[src/rtl/wdog_pkg.sv]
package wdog_pkg;

    // Defaults assume a 1 ms tick from the prescaler.
    localparam int unsigned WD_PRESCALE_DEF = 1000;
    localparam int unsigned WD_NORMAL_DEF   = 1600;  // about 1.6 s
    localparam int unsigned WD_SHORT_DEF    = 100;   // about 100 ms alternative
    localparam int unsigned WD_POST_DEF     = 3200;  // grace period after a pulse
    localparam int unsigned WD_PULSE_DEF    = 200;

    typedef enum logic [1:0] {
        PH_GRACE = 2'd0,  // counting with the post-pulse limit
        PH_ARMED = 2'd1,  // counting with the normal limit
        PH_PULSE = 2'd2,  // reset pulse active
        PH_HALT  = 2'd3   // disabled or supply low
    } wd_phase_e;

    typedef struct packed {
        logic rst_n;
        logic wdf_n;
    } wd_out_t;

    function automatic int unsigned max3(input int unsigned a,
                                         input int unsigned b,
                                         input int unsigned c);
        int unsigned m;
        m = (a > b) ? a : b;
        return (m > c) ? m : c;
    endfunction

    function automatic int unsigned phase_limit(input wd_phase_e ph,
                                                input int unsigned normal_t,
                                                input int unsigned grace_t,
                                                input int unsigned pulse_t);
        case (ph)
            PH_GRACE: return grace_t;
            PH_PULSE: return pulse_t;
            default:  return normal_t;
        endcase
    endfunction

endpackage

[src/rtl/wdog_kick_sync.sv]
module wdog_kick_sync #(
    parameter int unsigned STAGES = 2
) (
    input  logic clk,
    input  logic rst,
    input  logic kick_async,
    output logic kick_edge
);
    logic [STAGES-1:0] chain_q;
    logic              prev_q;

    generate
        if (STAGES == 1) begin : g_one
            always_ff @(posedge clk) begin
                if (rst) chain_q <= '0;
                else     chain_q <= kick_async;
            end
        end else begin : g_many
            always_ff @(posedge clk) begin
                if (rst) chain_q <= '0;
                else     chain_q <= {chain_q[STAGES-2:0], kick_async};
            end
        end
    endgenerate

    always_ff @(posedge clk) begin
        if (rst) prev_q <= 1'b0;
        else     prev_q <= chain_q[STAGES-1];
    end

    assign kick_edge = chain_q[STAGES-1] ^ prev_q;
endmodule

[src/rtl/wdog_tick_gen.sv]
module wdog_tick_gen #(
    parameter int unsigned PRESCALE = 1000
) (
    input  logic clk,
    input  logic rst,
    input  logic src_sel,
    input  logic ext_tick,
    output logic tick
);
    logic int_tick;

    generate
        if (PRESCALE <= 1) begin : g_direct
            assign int_tick = 1'b1;
        end else begin : g_div
            localparam int unsigned PW = $clog2(PRESCALE);
            localparam logic [PW-1:0] LAST = PW'(PRESCALE - 1);
            logic [PW-1:0] pre_q;
            always_ff @(posedge clk) begin
                if (rst)                pre_q <= '0;
                else if (pre_q == LAST) pre_q <= '0;
                else                    pre_q <= pre_q + PW'(1);
            end
            assign int_tick = (pre_q == LAST);
        end
    endgenerate

    assign tick = src_sel ? int_tick : ext_tick;
endmodule

[src/rtl/wdog_timer_fsm.sv]
module wdog_timer_fsm
    import wdog_pkg::*;
#(
    parameter int unsigned NORMAL_TICKS = WD_NORMAL_DEF,
    parameter int unsigned POST_TICKS   = WD_POST_DEF,
    parameter int unsigned PULSE_TICKS  = WD_PULSE_DEF
) (
    input  logic    clk,
    input  logic    rst,
    input  logic    tick,
    input  logic    kick_edge,
    input  logic    halt_req,
    input  logic    supply_low,
    output wd_out_t outs
);
    localparam int unsigned MAX_T = max3(NORMAL_TICKS, POST_TICKS, PULSE_TICKS);
    localparam int unsigned CNT_W = $clog2(MAX_T + 1);

    wd_phase_e        ph_q, ph_d;
    logic [CNT_W-1:0] cnt_q, cnt_d, lim_m1;
    logic             wdf_q, wdf_d;
    logic             expire;

    always_comb begin
        lim_m1 = CNT_W'(phase_limit(ph_q, NORMAL_TICKS, POST_TICKS, PULSE_TICKS) - 1);
        expire = tick && (cnt_q == lim_m1);
    end

    always_comb begin
        ph_d  = ph_q;
        cnt_d = cnt_q;
        wdf_d = wdf_q;
        if (supply_low || halt_req) begin
            ph_d  = PH_HALT;
            cnt_d = '0;
            if (supply_low || kick_edge) wdf_d = 1'b1;
        end else begin
            case (ph_q)
                PH_HALT: begin
                    ph_d  = PH_ARMED;
                    cnt_d = '0;
                    if (kick_edge) wdf_d = 1'b1;
                end
                PH_PULSE: begin
                    if (expire) begin
                        ph_d  = PH_GRACE;
                        cnt_d = '0;
                    end else if (tick) begin
                        cnt_d = cnt_q + CNT_W'(1);
                    end
                end
                default: begin
                    if (kick_edge) begin
                        ph_d  = PH_ARMED;
                        cnt_d = '0;
                        wdf_d = 1'b1;
                    end else if (expire) begin
                        ph_d  = PH_PULSE;
                        cnt_d = '0;
                        wdf_d = 1'b0;
                    end else if (tick) begin
                        cnt_d = cnt_q + CNT_W'(1);
                    end
                end
            endcase
        end
    end

    always_ff @(posedge clk) begin
        if (rst) begin
            ph_q  <= PH_PULSE;
            cnt_q <= '0;
            wdf_q <= 1'b1;
        end else begin
            ph_q  <= ph_d;
            cnt_q <= cnt_d;
            wdf_q <= wdf_d;
        end
    end

    assign outs.rst_n = (ph_q != PH_PULSE);
    assign outs.wdf_n = wdf_q;
endmodule

[src/rtl/wdog_supervisor.sv]
module wdog_supervisor
    import wdog_pkg::*;
#(
    parameter int unsigned PRESCALE     = WD_PRESCALE_DEF,
    parameter int unsigned NORMAL_TICKS = WD_NORMAL_DEF,
    parameter int unsigned POST_TICKS   = WD_POST_DEF,
    parameter int unsigned PULSE_TICKS  = WD_PULSE_DEF,
    parameter int unsigned SYNC_STAGES  = 2
) (
    input  logic clk,
    input  logic rst,
    input  logic kick_i,
    input  logic wd_off_i,
    input  logic supply_low_i,
    input  logic clk_src_sel_i,
    input  logic ext_tick_i,
    output logic rst_n_o,
    output logic wdf_n_o
);
    logic    kick_edge;
    logic    tick;
    wd_out_t outs;

    wdog_kick_sync #(.STAGES(SYNC_STAGES)) u_sync (
        .clk        (clk),
        .rst        (rst),
        .kick_async (kick_i),
        .kick_edge  (kick_edge)
    );

    wdog_tick_gen #(.PRESCALE(PRESCALE)) u_tick (
        .clk      (clk),
        .rst      (rst),
        .src_sel  (clk_src_sel_i),
        .ext_tick (ext_tick_i),
        .tick     (tick)
    );

    wdog_timer_fsm #(
        .NORMAL_TICKS (NORMAL_TICKS),
        .POST_TICKS   (POST_TICKS),
        .PULSE_TICKS  (PULSE_TICKS)
    ) u_fsm (
        .clk        (clk),
        .rst        (rst),
        .tick       (tick),
        .kick_edge  (kick_edge),
        .halt_req   (wd_off_i),
        .supply_low (supply_low_i),
        .outs       (outs)
    );

    assign rst_n_o = outs.rst_n;
    assign wdf_n_o = outs.wdf_n;
endmodule

[config.mk]
export PLATFORM = sky130hd
export DESIGN_NAME = wdog_supervisor
export DESIGN_NICKNAME = d
export VERILOG_FILES = /design/src/rtl/wdog_pkg.sv /design/src/rtl/wdog_kick_sync.sv /design/src/rtl/wdog_tick_gen.sv /design/src/rtl/wdog_timer_fsm.sv /design/src/rtl/wdog_supervisor.sv
export SDC_FILE = /design/constraint.sdc
export NUM_CORES = 1
export LEC_CHECK = 0
export ABC_CLOCK_PERIOD_IN_PS = 4100
export BUFFER_PORTS_ARGS = -buffer_cell sky130_fd_sc_hd__buf_2
export CORE_MARGIN = 8
export CORE_UTILIZATION = 25
export DETAILED_ROUTE_END_ITERATION = 8
export PLACE_DENSITY = 0.49
export REMOVE_ABC_BUFFERS = 1
export SLEW_MARGIN = 25
export SYNTH_ARGS = -nofsm -noshare
export SYNTH_HDL_FRONTEND = slang
export SYNTH_HIERARCHICAL = 1
export SYNTH_SLANG_ARGS = --single-unit
[constraint.sdc]
create_clock -name clk -period 4.1 [get_ports clk]
set_input_delay 0.82 -clock clk [delete_from_list [all_inputs] [get_ports clk]]
set_output_delay 0.82 -clock clk [all_outputs]
set_load 0.03 [all_outputs]
==> impl_metrics.toml, run 1 <==
[yosys]
syn_avg_cell_area_um2 = 9.54
synthCells = 153
synthDistinctLibCells = 44
synth_compound_area_share_pct = 13.3
synth_warnings = 6
synth.area.mux_share_pct = 1.37
ys_seq_elements = 28
synth_top_family_by_area = "simple AND/OR/NAND/NOR gates"
ys_seq_area_share_pct = 38.4
synth_xor_area_share_pct = 9.00
synthesis.area_mm2 = 0.00146
post_synth_fa_ha_maj_area_fraction_pct = 1.71
yosys.area_share.simple_pct = 32.9

[power]
p_int_mw = 0.363
swShare_pct = 23.0
peakVddDrop_mv = 0.168
clockPowerShare_pct = 30.5
p_sw_mw = 0.109
p_leak_nw = 0.479
comb_power_share_pct = 7.8
cellPowerDensity_mw_per_mm2 = 293
pwr-share-seq_pct = 61.7

[die]
ios = 9
die_w_um = 92.4
core_mm2 = 0.00578
die_h_um = 92.4
row_count = 28
dieArea_mm2 = 0.00854
start_util_pct = 25.3

[cells_and_area]
diodes = 0
layout_commonest_cell = "dfxtp_1"
drive_above_1_share_pct = 18.1
fin_util_pct = 27.8
syn_to_final_growth_pct = 10.2
final_cell_mix = "28 x dfxtp_1, 11 x nand2_1, 10 x nor2_1, 10 x nor3_2, 9 x xnor2_1"
fillers = 629
num-nets-final = 171

[timing]
fin_crit_ns = 2.81
holdWs_ns = 0.443
finalHoldViolations = 0
slew_viol_final = 0
grt_setup_unrepaired = "false"
tightest_slew_ns = 0.889
fin_tns_setup_ns = 0
period_share_pct = 68.5
fin_worst_skew_ns = 0.00413
relSlewSlack_pct = 40.1
fmax_mhz = 356
setup_ws_ns = 1.29
setup_viol = 0

[min_path]
hold_class = "register to register"

[routing]
drtPass1Iterations = 4
drc = 0
vias = 1086
ant_nets = 0
routed_wirelength_um = 2730
vias_per_cell = 4.62
drt_iter0_drc = 61
wl_per_cell_um = 11.6

[grt]
use_met1_pct = 8.03
gr-total-overflow = 0
grt_use_met2_pct = 11.6
met3_usage_pct = 1.21
grt_antenna_before_repair = 0
grt_util_all_layers_pct = 6.74
top_usage_layer = "met2"
grt_max_degree = 17
grt_pass1_wl_um = 4830
grt_pass1_vias = 1062

[clocking]
cts-root-buf = "clkbuf_8"
cts_resized = 0
cts_setup_buffers = 0
cts_hold_buf = 0
cts_buffers = 3
cts_max_level = 1
clkSinkCount = 28
clock_latency_ns = 0.27
worst_setup_hold_path_clk_slew_ns = 0.09
clockBufferDepth = 2
cts_tree = "yes"

[place]
post-place-ws_ns = 1.05
dp_hpwl_um = 2040
port_buffers = 8
place.gp.congestion = 0.728

[worst_setup_path]
crit_type = "register to register"
worstPathMaxFanout = 12
critPathCaptureType = "register"
cp-start-kind = "register"
crit_required_ns = 4.23
arrival_ns = 2.93

[job]
drv_cap = 0

[outcome]
status = "complete, no violations"
## metrics by stage
step	area [um2]	std cells	power (mW)
after floorplan	1430	149	0.322
after global placement	1570	232	0.335
after detailed placement	1570	232	0.335
after CTS	1610	235	0.481
after global routing	1610	235	0.503
final	1610	235	0.472
## logic make-up after synthesis
logic type / count (synthesis)
AND/OR/NAND/NOR: 72
flip-flops: 28
AO/OA/AOI/OAI: 24
XOR/XNOR: 15
buffers and inverters: 10
multiplexers: 2
adder cells (fa/ha/maj): 2
## routing by layer
layer,vias up,routed length [um]
met4,0,41
met5,-,0
li1,575,-
met2,7,1360
met1,500,1290
met3,4,35
## Yosys cell counts (all sizes together)
cell	count	area [um2]
a2111oi	2	36.3
a211o	1	8.76
a211oi	1	20.0
a21o	1	7.51
a21oi	4	20.0
a221o	1	10.0
a31o	1	8.76
a31oi	3	18.8
and4	1	8.76
and4bb	1	12.5
buf	2	18.8
clkbuf	2	7.51
dfxtp	28	561
ha	2	25.0
inv	6	22.5
mux2i	2	20.0
nand2	11	41.3
nand2b	1	6.26
nand3	6	42.5
nand4	7	43.8
nand4b	1	15.0
nand4bb	1	11.3
nor2	10	37.5
nor2b	5	33.8
nor3	15	125
nor4	2	12.5
nor4b	2	17.5
nor4bb	1	10.0
o211ai	2	15.0
o21a	3	22.5
o21ai	4	20.0
o22ai	1	6.26
or2	1	8.76
or3	4	25.0
or4	2	18.8
or4b	1	10.0
xnor2	9	78.8
xor2	6	52.6
## worst max-delay path, stage by stage (launching register included)
cell and delay [ns]:
dfxtp_1 0.40, ha_1 0.27, and4bb_1 0.30, nand4_1 0.12, o21ai_0 0.36, nand4b_2 0.37, a211oi_4 0.75, nor3_1 0.11
## area by class of cell
cell class	count	area (um2)	area share (%)
multi-input combinational	115	851	52.9
sequential	28	561	34.8
tap	75	93.8	5.83
clock buffer	3	41.3	2.57
timing repair buffer	8	40.0	2.49
inverter	6	22.5	1.40
## registers in the layout (all words and copies together), names as in the netlist
register / flops
u_sync/chain_q: 2
u_fsm/ph_q: 2
u_tick/g_div.pre_q: 10
u_fsm/wdf_q: 1
u_fsm/cnt_q: 12
u_sync/prev_q: 1
## power groups by stage
| stage | logic [mW] | registers, mW | clock network, mW |
|---|---|---|---|
| 2_1_floorplan | 0.0269 | 0.295 | 0 |
| 3_3_place_gp | 0.0371 | 0.298 | 0 |
| 3_5_place_dp | 0.0374 | 0.297 | 0 |
| 4_1_cts | 0.0374 | 0.291 | 0.153 |
| 5_1_grt | 0.0422 | 0.293 | 0.168 |
| 6_report | 0.0369 | 0.291 | 0.144 |
## path summary, 6_finish.rpt
| path | from | end | slack, ns | cells after the start |
|---|---|---|---|---|
| max | u_tick/g_div.pre_q[0] | u_fsm/cnt_q[11] | 1.29 | 7 |
| min | u_sync/chain_q[0] | u_sync/chain_q[1] | 0.44 | 1 |
| max reg2reg | u_tick/g_div.pre_q[0] | u_fsm/cnt_q[11] | 1.29 | 7 |
| min reg2reg | u_sync/chain_q[0] | u_sync/chain_q[1] | 0.44 | 1 |
(Power assumes the default switching activity.)
==> inputs of run 2 (changes only) <==
--- a/config.mk
+++ b/config.mk
@@ -5,12 +5,12 @@
 export SDC_FILE = /design/constraint.sdc
 export NUM_CORES = 1
 export LEC_CHECK = 0
-export ABC_CLOCK_PERIOD_IN_PS = 4100
+export ABC_CLOCK_PERIOD_IN_PS = 2500
 export BUFFER_PORTS_ARGS = -buffer_cell sky130_fd_sc_hd__buf_2
 export CORE_MARGIN = 8
 export CORE_UTILIZATION = 25
 export DETAILED_ROUTE_END_ITERATION = 8
-export PLACE_DENSITY = 0.49
+export PLACE_DENSITY = 0.5
 export REMOVE_ABC_BUFFERS = 1
 export SLEW_MARGIN = 25
 export SYNTH_ARGS = -nofsm -noshare
==> constraint.sdc (replaced) <==
create_clock -name clk -period 2.5 [get_ports clk]
set_input_delay 0.5 -clock clk [delete_from_list [all_inputs] [get_ports clk]]
set_output_delay 0.5 -clock clk [all_outputs]
set_load 0.03 [all_outputs]
==> impl_metrics.toml, run 2 (synthesis gave the netlist of run 1 again) <==
[outcome]
status = "complete, no violations"

[job]
drv_cap = 0

[place]
placed_area_mm2 = 0.00158
placedCellCount = 234
port_buffers = 8
dp_hpwl_um = 2030
post-place-ws_ns = 0.250
place.gp.congestion = 0.740

[clocking]
cts_buffers = 3
cts_hold_buf = 0
worst_setup_hold_path_clk_slew_ns = 0.10
cts_max_level = 1
clock_latency_ns = 0.27
clockBufferDepth = 2
cts_resized = 0
clkSinkCount = 28
cts_setup_buffers = 0
cts_tree = "yes"
cts-root-buf = "clkbuf_8"

[power]
clockPowerShare_pct = 34.6
swShare_pct = 23.7
cellPowerDensity_mw_per_mm2 = 504
total_power_mw = 0.826
p_int_mw = 0.630
p_sw_mw = 0.196
comb_power_share_pct = 7.5
peakVddDrop_mv = 0.382
p_leak_nw = 0.497
pwr-share-seq_pct = 57.9

[worst_setup_path]
critPathCaptureType = "register"
r2r_start = "u_tick/g_div.pre_q[0]"
cp-start-kind = "register"
arrival_ns = 2.41
worstPathMaxFanout = 6
rrSetupSlack_ns = 0.24
rr_worst_depth = 9
crit_required_ns = 2.65
reg2reg_to = "u_fsm/cnt_q[9]"
crit_path_start = "u_tick/g_div.pre_q[0]"
crit_type = "register to register"

[timing]
fin_tns_setup_ns = 0
tightest_slew_ns = 0.604
fmax_mhz = 443
finalHoldViolations = 0
period_share_pct = 90.3
fin_worst_skew_ns = 0.00240
grt_setup_unrepaired = "false"
setup_ws_ns = 0.242
slew_viol_final = 0
fin_crit_ns = 2.26
relSlewSlack_pct = 59.6
holdWs_ns = 0.425
setup_viol = 0

[cells_and_area]
reg_top3 = "u_fsm/cnt_q: 12 flops, u_tick/g_div.pre_q: 10 flops"
syn_to_final_growth_pct = 12.2
largest_register_ffs = 12
largest-register = "u_fsm/cnt_q"
fin_area_mm2 = 0.00164
drive_above_1_share_pct = 19.6
final_cells = 238
num-nets-final = 173
final_cell_mix = "28 x dfxtp_1, 11 x nand2_1, 10 x nor2_1, 10 x nor3_2, 9 x xnor2_1"
layout_commonest_cell = "dfxtp_1"
diodes = 0
fin_util_pct = 28.3

[die]
core_mm2 = 0.00578
start_util_pct = 25.3
dieArea_mm2 = 0.00854
ios = 9
die_w_um = 92.4
row_count = 28
die_h_um = 92.4

[routing]
drt_iter0_drc = 63
vias_per_cell = 4.66
wl_per_cell_um = 11.7
vias = 1109
ant_nets = 0
routed_wirelength_um = 2780
drc = 0
drtPass1Iterations = 4

[grt]
grt_util_all_layers_pct = 7.05
grt_pass1_wl_um = 4970
gr-total-overflow = 0
grt_pass1_vias = 1054
grt_max_degree = 17
grt_antenna_before_repair = 0

[min_path]
hold_class = "input port to register"
hold_end = "u_sync/chain_q[0]"
hold_depth = 2
min-delay-start = "kick_i"
run 2: worst max path at each step:
| stage | cells past startpoint | slack [ns] | end |
|---|---|---|---|
| finish | 9 | 0.24 | u_fsm/cnt_q[9] |
| global route | 9 | 0.05 | u_fsm/cnt_q[9] |
| CTS | 9 | 0.23 | u_fsm/cnt_q[9] |
| detailed placement | 9 | 0.25 | u_fsm/cnt_q[9] |
| global placement | 9 | 0.25 | u_fsm/cnt_q[9] |
| floorplan | 7 | 0.12 | u_fsm/cnt_q[11] |
run 2: layout make-up:
cell class,instances,area (um2)
inverter,6,22.5
multi-input combinational,115,851
fill,608,4140
clock buffer,4,55.1
tap,75,93.8
sequential,28,561
timing repair buffer,10,55.1
run 2: metal layers:
| metal | vias up | global-route usage [%] | routed length (um) |
|---|---|---|---|
| li1 | 579 | - | - |
| met1 | 515 | 8.32 | 1350 |
| met2 | 9 | 11.6 | 1310 |
| met3 | 6 | 2.10 | 65 |
| met4 | 0 | 2.95 | 55 |
| met5 | - | 0 | 0 |
run 2: worst max-delay path, cell delays in order, from the launching register on:
cell and delay (ns):
dfxtp_1 0.41, ha_1 0.27, and4bb_1 0.27, nand4_1 0.11
o21ai_0 0.15, buf_4 0.21, nand3_1 0.15, nor4_1 0.34
xnor2_1 0.18, nor3_2 0.05
run 2: power groups by stage:
| stage | Combinational (mW) | Sequential [mW] | Clock (mW) |
|---|---|---|---|
| floorplan | 0.0441 | 0.485 | 0 |
| global placement | 0.0623 | 0.488 | 0 |
| detailed placement | 0.0627 | 0.489 | 0 |
| CTS | 0.0628 | 0.479 | 0.302 |
| global route | 0.0705 | 0.482 | 0.319 |
| finish | 0.0618 | 0.479 | 0.286 |
